### src/rtl/cic_pkg.sv
package cic_pkg;

  typedef enum logic [2:0] {
    CMD_READ       = 3'd0,
    CMD_LOAD_LOCK  = 3'd1,
    CMD_WRITE      = 3'd2,
    CMD_STORE_COND = 3'd3,
    CMD_SWAP       = 3'd4
  } cmd_e;

  typedef enum logic [1:0] {
    ST_IDLE,
    ST_ISSUE,
    ST_WAIT_RETRY,
    ST_WAIT_RESP
  } state_e;

  // Commands whose response carries data for the pipeline
  function automatic logic returns_data(cmd_e c);
    return (c == CMD_READ) || (c == CMD_LOAD_LOCK) || (c == CMD_SWAP);
  endfunction

endpackage

### src/rtl/cic_cmd_encode.sv
module cic_cmd_encode
  import cic_pkg::*;
(
  input  logic is_write,
  input  logic llsc,
  input  logic swap,
  output cmd_e cmd
);

  // Swap wins over LL/SC on writes; reads ignore swap
  always_comb begin
    if (!is_write)
      cmd = llsc ? CMD_LOAD_LOCK : CMD_READ;
    else if (swap)
      cmd = CMD_SWAP;
    else if (llsc)
      cmd = CMD_STORE_COND;
    else
      cmd = CMD_WRITE;
  end

endmodule

### src/rtl/cic_reservation.sv
module cic_reservation #(
  parameter int AW = 32
) (
  input  logic          clk,
  input  logic          rst,
  input  logic          set_en,
  input  logic [AW-1:0] set_addr,
  input  logic          clear_en,
  input  logic [AW-1:0] chk_addr,
  output logic          hit
);

  logic          valid_q;
  logic [AW-1:0] addr_q;

  always_ff @(posedge clk) begin
    if (rst) begin
      valid_q <= 1'b0;
      addr_q  <= '0;
    end else if (clear_en) begin
      valid_q <= 1'b0;
    end else if (set_en) begin
      valid_q <= 1'b1;
      addr_q  <= set_addr;
    end
  end

  assign hit = valid_q && (addr_q == chk_addr);

  // a recorded reservation matches the address it was set with
  p_set_records_r4: assert property (@(posedge clk) disable iff (rst)
    (set_en && !clear_en) |=> (valid_q && addr_q == $past(set_addr)));

  // a store-conditional leaves no reservation behind
  p_clear_drops_r4: assert property (@(posedge clk) disable iff (rst)
    clear_en |=> !valid_q);

endmodule

### src/rtl/cmd_issue_ctrl.sv
module cmd_issue_ctrl
  import cic_pkg::*;
#(
  parameter int AW = 32,
  parameter int DW = 32
) (
  input  logic          clk,
  input  logic          rst,
  input  logic          op_valid,
  input  logic          op_write,
  input  logic          op_llsc,
  input  logic          op_swap,
  input  logic [AW-1:0] op_addr,
  input  logic [DW-1:0] op_wdata,
  input  logic          op_squash,
  output logic          op_ready,
  output logic          cache_req_valid,
  output logic [2:0]    cache_req_cmd,
  output logic [AW-1:0] cache_req_addr,
  output logic [DW-1:0] cache_req_data,
  input  logic          cache_accept,
  input  logic          cache_retry,
  input  logic          cache_resp_valid,
  input  logic [DW-1:0] cache_resp_data,
  output logic          done_valid,
  output logic [DW-1:0] done_data,
  output logic          done_wb,
  output logic          done_sc_ok
);

  state_e        st;
  cmd_e          cmd_q;
  cmd_e          enc_cmd;
  logic [AW-1:0] addr_q;
  logic [DW-1:0] data_q;
  logic          killed_q;
  logic          req_valid_q;
  logic          done_valid_q;
  logic [DW-1:0] done_data_q;
  logic          done_wb_q;
  logic          done_sc_ok_q;

  logic take, in_is_sc, resv_hit, sc_drop, kill_now, resp_now, resv_set;

  cic_cmd_encode u_enc (
    .is_write (op_write),
    .llsc     (op_llsc),
    .swap     (op_swap),
    .cmd      (enc_cmd)
  );

  assign take     = (st == ST_IDLE) && op_valid;
  assign in_is_sc = (enc_cmd == CMD_STORE_COND);
  assign sc_drop  = take && in_is_sc && !resv_hit;
  assign kill_now = killed_q || op_squash;
  assign resp_now = (st == ST_WAIT_RESP) && cache_resp_valid;
  assign resv_set = resp_now && (cmd_q == CMD_LOAD_LOCK) && !kill_now;

  cic_reservation #(.AW(AW)) u_resv (
    .clk      (clk),
    .rst      (rst),
    .set_en   (resv_set),
    .set_addr (addr_q),
    .clear_en (take && in_is_sc),
    .chk_addr (op_addr),
    .hit      (resv_hit)
  );

  always_ff @(posedge clk) begin
    if (rst) begin
      st           <= ST_IDLE;
      cmd_q        <= CMD_READ;
      addr_q       <= '0;
      data_q       <= '0;
      killed_q     <= 1'b0;
      req_valid_q  <= 1'b0;
      done_valid_q <= 1'b0;
      done_data_q  <= '0;
      done_wb_q    <= 1'b0;
      done_sc_ok_q <= 1'b0;
    end else begin
      done_valid_q <= 1'b0;
      done_wb_q    <= 1'b0;
      done_sc_ok_q <= 1'b0;
      if (st != ST_IDLE && op_squash)
        killed_q <= 1'b1;
      unique case (st)
        ST_IDLE: begin
          if (take) begin
            killed_q <= 1'b0;
            if (sc_drop) begin
              done_valid_q <= 1'b1;
              done_data_q  <= '0;
            end else begin
              cmd_q       <= enc_cmd;
              addr_q      <= op_addr;
              data_q      <= op_wdata;
              req_valid_q <= 1'b1;
              st          <= ST_ISSUE;
            end
          end
        end
        ST_ISSUE: begin
          req_valid_q <= 1'b0;
          st          <= cache_accept ? ST_WAIT_RESP : ST_WAIT_RETRY;
        end
        ST_WAIT_RETRY: begin
          if (cache_retry) begin
            req_valid_q <= 1'b1;
            st          <= ST_ISSUE;
          end
        end
        ST_WAIT_RESP: begin
          if (cache_resp_valid) begin
            done_valid_q <= 1'b1;
            done_wb_q    <= returns_data(cmd_q) && !kill_now;
            done_data_q  <= (returns_data(cmd_q) && !kill_now) ? cache_resp_data : '0;
            done_sc_ok_q <= (cmd_q == CMD_STORE_COND) && !kill_now;
            st           <= ST_IDLE;
          end
        end
        default: st <= ST_IDLE;
      endcase
    end
  end

  assign op_ready        = (st == ST_IDLE);
  assign cache_req_valid = req_valid_q;
  assign cache_req_cmd   = cmd_q;
  assign cache_req_addr  = addr_q;
  assign cache_req_data  = data_q;
  assign done_valid      = done_valid_q;
  assign done_data       = done_data_q;
  assign done_wb         = done_wb_q;
  assign done_sc_ok      = done_sc_ok_q;

  // load-locked read lands as load-locked command
  p_ll_map_r1: assert property (@(posedge clk) disable iff (rst)
    (take && !op_write && op_llsc) |=> (cmd_q == CMD_LOAD_LOCK && req_valid_q));

  // swap overrides every other write flavour
  p_swap_map_r2: assert property (@(posedge clk) disable iff (rst)
    (take && op_write && op_swap) |=> (cmd_q == CMD_SWAP && req_valid_q));

  // dropped store-conditional completes without touching the cache
  p_sc_drop_r3: assert property (@(posedge clk) disable iff (rst)
    sc_drop |=> (done_valid_q && !done_sc_ok_q && !req_valid_q));

  // rejection withdraws the request into the retry wait
  p_reject_wait_r5: assert property (@(posedge clk) disable iff (rst)
    (req_valid_q && !cache_accept) |=> (st == ST_WAIT_RETRY && !req_valid_q));

  // the held request is unchanged while waiting for retry
  p_retry_hold_r5: assert property (@(posedge clk) disable iff (rst)
    (st == ST_WAIT_RETRY) |=> ($stable(cmd_q) && $stable(addr_q) && $stable(data_q)));

  // an accepted request waits for its response
  p_accept_resp_r6: assert property (@(posedge clk) disable iff (rst)
    (req_valid_q && cache_accept) |=> (st == ST_WAIT_RESP));

  // squashed response never writes back
  p_squash_nowb_r7: assert property (@(posedge clk) disable iff (rst)
    (resp_now && kill_now) |=> (done_valid_q && !done_wb_q && !done_sc_ok_q));

  // the captured operation cannot change while busy
  p_busy_hold_r8: assert property (@(posedge clk) disable iff (rst)
    (st != ST_IDLE) |=> $stable(addr_q));

endmodule

### config.mk
export PLATFORM = sky130hd
export DESIGN_NAME = cmd_issue_ctrl
export DESIGN_NICKNAME = d
export VERILOG_FILES = /design/src/rtl/cic_pkg.sv /design/src/rtl/cic_cmd_encode.sv /design/src/rtl/cic_reservation.sv /design/src/rtl/cmd_issue_ctrl.sv
export SDC_FILE = /design/constraint.sdc
export NUM_CORES = 1
export LEC_CHECK = 0
export CAP_MARGIN = 30
export CORE_ASPECT_RATIO = 1.5
export CORE_MARGIN = 2
export CORE_UTILIZATION = 49
export DETAILED_ROUTE_END_ITERATION = 8
export PLACE_DENSITY = 0.91
export SYNTH_ARGS = -nofsm -noshare
export SYNTH_HDL_FRONTEND = slang
export SYNTH_SLANG_ARGS = --single-unit
### constraint.sdc
create_clock -name clk -period 6.5 [get_ports clk]
set_clock_uncertainty 0.05 [all_clocks]
set_input_delay 1.3 -clock clk [delete_from_list [all_inputs] [get_ports clk]]
set_output_delay 1.3 -clock clk [all_outputs]
set_load 0.03 [all_outputs]
==> reports/results.md, run 1 <==
• status: finished clean
• post-layout net count: 990
• area inside the core boundary: 0.0124 sq mm
• maximum number of pins on one net before global-route repair: 68
• dominant delay contributor by cell family on the critical path: buffers and inverters
• filler cell count: 902
• clock slew seen by the registers of the worst setup and hold paths: 0.06 ns
• Synth Warn #: 0
• met2 Track Usage GR: 0.474
• type of the worst setup path: input port to flip-flop
• Antenna diodes: 0
• final design utilization: 0.718
• sequential area share after synthesis: 0.453
• number of global-route vias before repair: 6168
• Routability Congestion: 0.826
• mean instance size in the synthesized netlist: 8.66 sq um
• most instantiated flip-flop cell in the synthesis netlist: dfxtp_1
• largest buffer count on any clock path: 2
• count of state elements after synthesis: 139
• number of library cell types mapped by synthesis: 40
• leakage power of the design: 2.89 nW
• per-cell via count in the routed design: 5.95
• number of input and output port buffers inserted: 209
• Max Cap Violations: 0
• overall die area: 0.0135 sq mm
• GR Layer Usage met1: 0.330
• cell-internal power: 1.91 mW
• share of the synthesized area in the top cell type: 0.453
• Final Cell Area: 0.00889 sq mm
• power density over the cells: 314 mW/mm^2
• total length of routed wires: 19600 um
• aggregate global routing overflow: 0
• Least-Margin Pin Slew: 0.765 ns
• iteration-0 DRC count of the detailed router: 420
• maximum VDD drop: 0.204 mV
• total number of vias: 6236
• num ports: 210
• final count of negative-setup-slack endpoints: 0
• number of post-CTS setup repair buffers: 0
• DIE WIDTH: 95.5 um
• Switching Share: 0.315
• residual DRC count: 0
• switching power summed over all nets: 879 uW
• peak-usage layer in the global routing report: met2
• worst path required time: 6.72 ns
• crit start category: input port
• post-layout instance count excluding filler cells: 1048
• setup repair after global routing missed its margin: false
• number of hold violations in the final report: 0
• antenna violations before repair: 0
• wire length of the first global-routing pass: 30800 um
• CTS Hold Buffers Added: 0
• met3 global-route usage: 0.0834
• net count after synthesis: 820
• synth cell count leaders: nand2_1, dfxtp_1, o211ai_1
• arrival time worst endpoint: 4.19 ns
• H-tree Lvls: 4
• Area after DPL: 0.00827 sq mm
• cells along the critical path: clkdlybuf4s50_1 -> and2_2 -> buf_4 -> nand3_2 -> buf_4 -> o211ai_1 -> a21oi_1
• WHS: 0.405 ns
• Routed WL per cell: 18.7 um
• min Tclk post-route: 3.98 ns
• Num CTS Buffers: 17
• CTS tree: built
• overall track demand over capacity in global routing: 0.292
• relative slew slack: 0.488
• period utilisation layout: 0.612
• slowest stage delay, CP: 0.73 ns
• count of buffering cells on the critical path with inverters included: 3
• Comb pwr share: 0.273
• proportion of power drawn by flip-flops and latches: 0.360
• kind of capture point of the worst setup path: flip-flop
• clock insertion delay at the later pin of the skew report: 0.41 ns
• proportion of layout cells with a drive suffix above 1: 0.0673
• number of cell rows: 50
• placed insts: 1017
• number of detailed-route iterations in the first pass: 5
• peak clock frequency supported by timing: 251 MHz
• slowest stage cell, crit path: nand3_2
• critical-path maximum fanout: 67
• total count of max-transition violations in the final report: 0
• Post-DP HPWL: 12700 um
• worst-case setup margin in the final layout: 2.52 ns
• number of antenna-violating nets in the routed design: 0
• worst setup slack before clock tree synthesis: 2.18 ns
• total negative slack: 0 ns
• Cells after Synth: 710
• library cell with the largest summed area after synthesis: dfxtp_1
• async set-reset flop share out of synthesis: 0
• area taken by multi-input logic gates: 0.00305 sq mm
• Resized Gates After CTS: 0
• synthesized cell area: 0.00615 sq mm
• signed area change from the synthesized netlist to the final layout: 44.6%
• initial core utilization: 0.496
• sequential cell area: 0.00278 sq mm
• clk sink count: 139
• crit-path most repeated cell: buf_4
• Post-synth EDFFs: 0
• count leader, synth: nand2_1
• clock root cell: clkbuf_16
• worst hold path type: flip-flop to flip-flop
• DIE HEIGHT: 141 um
• fraction of power consumed by the clock network: 0.367
• overall power after layout: 2.79 mW
• main area contributors after synthesis: dfxtp_1, o211ai_1, nand2_1
## area by class of cell
class / count / area share
multi-input cells: 490 / 0.343
flip-flops and latches: 139 / 0.313
repair buffers: 220 / 0.247
clock buffers: 19 / 0.0509
well taps: 156 / 0.0220
clock inverters: 12 / 0.0193
inverters: 12 / 0.00507
## logic make-up after synthesis
family,Yosys count,synth area share
AOI/OAI and AO/OA,240,0.254
xor gates and xnor gates,26,0.0370
adders and majority gates,4,0.00814
buffers and inverters,81,0.0558
DFF,139,0.453
muxes,37,0.0609
and+or+nand+nor,183,0.131
## power groups by stage
stage               Clock [mW]  Combinational, mW  Sequential (mW)
floorplan                    0              0.296             1.16
global placement             0              0.736             1.02
detailed placement           0              0.751             1.02
CTS                       1.03              0.760             1.00
global route              1.07              0.811             1.01
finish                    1.02              0.764             1.00
## sequential cells by signal, summed over array words and instances, names as in the netlist
name             flops
u_resv.valid_q       1
done_valid           1
killed_q             1
cache_req_data      32
done_data           32
done_sc_ok           1
cache_req_addr      32
u_resv.addr_q       32
cache_req_cmd        3
done_wb              1
st                   2
cache_req_valid      1
## routing by layer
layer	wire (um)	vias up	share of wire
met5	0	-	0
met3	1540	82	0.079
met4	1210	0	0.062
met2	9740	334	0.50
met1	7090	2942	0.36
li1	-	2878	-
## worst min-delay path, delay by kind of cell, from the launching register on
family           cells  cell delay (ns)
AND/OR/NAND/NOR      1             0.05
multiplexers         1             0.05
flip-flops           1             0.31
## worst paths after layout
check | start | to | slack, ns | depth (start not counted)
hold / removal | done_data[15] | done_data[15] | 0.41 | 2
hold reg to reg | done_data[15] | done_data[15] | 0.41 | 2
setup reg to reg | st[0] | cache_req_addr[15] | 3.12 | 8
setup / recovery | op_valid | cache_req_addr[15] | 2.52 | 7
## placed cells by master (no fill, tap or decap), types with 3 or more instances in the layout
master | netlist | final
a211oi_1 | 3 | 3
a21oi_1 | 100 | 100
buf_4 | 0 | 10
bufinv_16 | 0 | 4
clkbuf_16 | 0 | 17
clkdlybuf4s50_1 | 0 | 208
clkinv_2 | 0 | 4
clkinvlp_4 | 0 | 3
dfxtp_1 | 139 | 139
ha_1 | 4 | 4
inv_1 | 11 | 11
mux2i_1 | 34 | 34
nand2_1 | 142 | 140
nand2b_1 | 5 | 5
nand4_1 | 5 | 5
nor2_1 | 11 | 10
nor2b_1 | 5 | 5
nor3_1 | 3 | 3
o211ai_1 | 128 | 128
xnor2_1 | 23 | 23
xor2_1 | 3 | 3
No activity file was read; power rests on OpenSTA's default activity.
==> run 2, diff against run 1 <==
--- a/config.mk
+++ b/config.mk
@@ -8,9 +8,9 @@
 export CAP_MARGIN = 30
 export CORE_ASPECT_RATIO = 1.5
 export CORE_MARGIN = 2
-export CORE_UTILIZATION = 49
+export CORE_UTILIZATION = 41
 export DETAILED_ROUTE_END_ITERATION = 8
-export PLACE_DENSITY = 0.91
+export PLACE_DENSITY = 0.82
 export SYNTH_ARGS = -nofsm -noshare
 export SYNTH_HDL_FRONTEND = slang
 export SYNTH_SLANG_ARGS = --single-unit
==> constraint.sdc (replaced) <==
create_clock -name clk -period 3.5 [get_ports clk]
set_clock_uncertainty 0.05 [all_clocks]
set_input_delay 0.7 -clock clk [delete_from_list [all_inputs] [get_ports clk]]
set_output_delay 0.7 -clock clk [all_outputs]
set_load 0.03 [all_outputs]
==> run 2 against run 1 <==
  * Combinational power grew 86%
  * Final area grew 0.84%
  * Setup slack got worse by 2.1 ns
  * Sequential share of layout area down 0.26 points
  * Global-route usage down 6.1 points
  * First-iteration DRC count is 35% lower
  * Critical endpoint is now done_data[27]
  * Clock power grew 83%
  * Hold slack gained 0.0030 ns
  * Non-clock buffer count rose by 6
  * Flip-flop and latch count unchanged
  * Cell count is 4.6% higher
  * Largest cell class unchanged
  * Clock-buffer cell count decreased by 1
==> reports/results.md, run 2 (synthesized netlist as in run 1, its figures left out) <==
• num ports: 210, unchanged
• number of global-route vias before repair: 5974, -3.1%
• maximum number of pins on one net before global-route repair: 65, -4.4%
• number of hold violations in the final report: 0, unchanged
• launch point of the worst path: op_addr[24]
• number of post-CTS setup repair buffers: 0, unchanged
• initial core utilization: 0.421, -0.0751
• post-layout instance count excluding filler cells: 1096, +4.6%
• proportion of power drawn by flip-flops and latches: 0.361, about the same
• leakage power of the design: 2.91 nW, +0.53%
• Critical R2R Capture: cache_req_addr[2]
• critical-path maximum fanout: 20, -70%
• count of cells along the worst hold path: 2, unchanged
• post-layout net count: 996, +0.61%
• cell depth of the worst flop-to-flop path: 9, +1
• placed insts: 1063, +4.5%
• cell-internal power: 3.48 mW, +82%
• clock slew seen by the registers of the worst setup and hold paths: 0.06 ns, about the same
• crit start category: input port
• kind of capture point of the worst setup path: flip-flop
• signed area change from the synthesized netlist to the final layout: 45.9%
• fraction of power consumed by the clock network: 0.363, -0.004
• number of input and output port buffers inserted: 209, unchanged
• clock root cell: clkbuf_16
• top library cells by usage in the layout, fill and taps aside: clkdlybuf4s50_1, nand2_1, dfxtp_1
• relative slew slack: 0.525, +0.0369
• cells along the critical path: clkdlybuf4s50_1 -> xnor2_1 -> nand4_1 -> nor4_4 -> nand4_2 -> a31o_2 -> buf_12 -> mux2i_1
• Routability Congestion: 0.816, -1.2%
• Routed WL per cell: 17.1 um, -8.3%
• worst hold path type: flip-flop to flip-flop
• number of cell rows: 54, +8.0%
• total number of vias: 5995, -3.9%
• sequential cell area: 0.00278 sq mm, unchanged
• crit path capture: done_data[27]
• Area after DPL: 0.00835 sq mm, +1.0%
• worst path required time: 3.74 ns, -2.98 ns
• period utilisation layout: 0.874
• final count of negative-setup-slack endpoints: 0, unchanged
• type of the worst setup path: input port to flip-flop
• internal reg-to-reg setup slack: 0.89 ns, -2.23 ns
• H-tree Lvls: 4, unchanged
• slowest stage delay, CP: 0.47 ns, -0.26 ns
• largest buffer count on any clock path: 2, unchanged
• per-cell via count in the routed design: 5.47, -8.1%
• switching power summed over all nets: 1.65 mW, +88%
• CTS tree: built
• clk sink count: 139, unchanged
• DIE WIDTH: 104 um, +8.9%
• worst-case setup margin in the final layout: 0.441 ns, -2.08 ns
• clock insertion delay at the later pin of the skew report: 0.41 ns, about the same
• total length of routed wires: 18800 um, -4.1%
• Switching Share: 0.322, +0.00731
• number of detailed-route iterations in the first pass: 5, unchanged
• Least-Margin Pin Slew: 0.713 ns, -0.0526 ns
• iteration-0 DRC count of the detailed router: 272, -35%
• antenna violations before repair: 1, +1
• filler cell count: 1280, +42%
• worst setup slack before clock tree synthesis: 0.0522 ns, -2.13 ns
• number of antenna-violating nets in the routed design: 0, unchanged
• aggregate global routing overflow: 0, unchanged
• reg-to-reg startpoint: st[0]
• CTS Hold Buffers Added: 0, unchanged
• overall power after layout: 5.14 mW, +84%
• Max Cap Violations: 0, unchanged
• overall track demand over capacity in global routing: 0.231, -0.0607
• arrival time worst endpoint: 3.30 ns, -0.89 ns
• min Tclk post-route: 3.06 ns
• peak clock frequency supported by timing: 327 MHz
• final design utilization: 0.614, -0.103
• area taken by multi-input logic gates: 0.00305 sq mm, unchanged
• slowest stage cell, crit path: clkdlybuf4s50_1
• setup repair after global routing missed its margin: false
• DIE HEIGHT: 154 um, +9.1%
• Post-DP HPWL: 12500 um, -1.9%
• maximum VDD drop: 0.310 mV, +52%
• area inside the core boundary: 0.0146 sq mm, +18%
• status: finished clean
• total negative slack: 0 ns, unchanged
• proportion of layout cells with a drive suffix above 1: 0.0734, +0.00615
• Comb pwr share: 0.276, +0.003
• WHS: 0.408 ns, +0.00301 ns
• Num CTS Buffers: 17, unchanged
• Final Cell Area: 0.00897 sq mm, +0.84%
• residual DRC count: 0, unchanged
• wire length of the first global-routing pass: 30200 um, -1.9%
• overall die area: 0.0160 sq mm, +19%
• Resized Gates After CTS: 0, unchanged
• leading cell type in the layout, fill and taps excluded: clkdlybuf4s50_1
• total count of max-transition violations in the final report: 0, unchanged
• power density over the cells: 573 mW/mm^2, +82%
-- run 2: cell type report --
cell class | count | area share
antenna | 1 | 0.000279
clock buffer | 18 | 0.0479
clock inverter | 14 | 0.0207
inverter | 12 | 0.00502
multi-input combinational | 490 | 0.340
sequential | 139 | 0.310
tap | 196 | 0.0274
timing repair buffer | 226 | 0.249
-- run 2: worst min-delay path by stage --
stage / start / end / slack, ns
finish: done_data[12] / done_data[12] / 0.41
CTS: done_data[11] / done_data[11] / 0.41
detailed placement: done_data[11] / done_data[11] / 0.40
global route: done_data[25] / done_data[25] / 0.43
floorplan: u_resv.valid_q / u_resv.valid_q / 0.38
global placement: done_data[19] / done_data[19] / 0.39
-- run 2: critical path: cells and delay by family --
family          cells  cell delay, ns
simple gates        3            0.89
mux                 1            0.13
buf+inv             2            0.70
xor+xnor            1            0.39
compound gates      1            0.46
-- run 2: power groups by stage --
stage          logic, mW  clock network, mW  registers, mW
6_report            1.42               1.87           1.85
5_1_grt             1.51               1.97           1.87
4_1_cts             1.42               1.90           1.85
3_5_place_dp        1.42                  0           1.89
3_3_place_gp        1.40                  0           1.88
2_1_floorplan      0.550                  0           2.15
-- run 2: metal layers --
layer	up-vias	wire length [um]	share of wire	track usage
met4	0	707	0.038	0.101
met1	2854	7320	0.39	0.257
met5	-	0	0	0
met3	40	1170	0.062	0.0661
li1	2880	-	-	-
met2	221	9590	0.51	0.409
==> run 3, diff against run 2 <==
--- a/config.mk
+++ b/config.mk
@@ -9,8 +9,10 @@
 export CORE_ASPECT_RATIO = 1.5
 export CORE_MARGIN = 2
 export CORE_UTILIZATION = 41
+export CTS_CLUSTER_DIAMETER = 80
 export DETAILED_ROUTE_END_ITERATION = 8
 export PLACE_DENSITY = 0.82
+export SLEW_MARGIN = 10
 export SYNTH_ARGS = -nofsm -noshare
 export SYNTH_HDL_FRONTEND = slang
 export SYNTH_SLANG_ARGS = --single-unit
==> results of run 3 <==
Same layout as run 2: the final DEF is identical, and so are final timing and power.
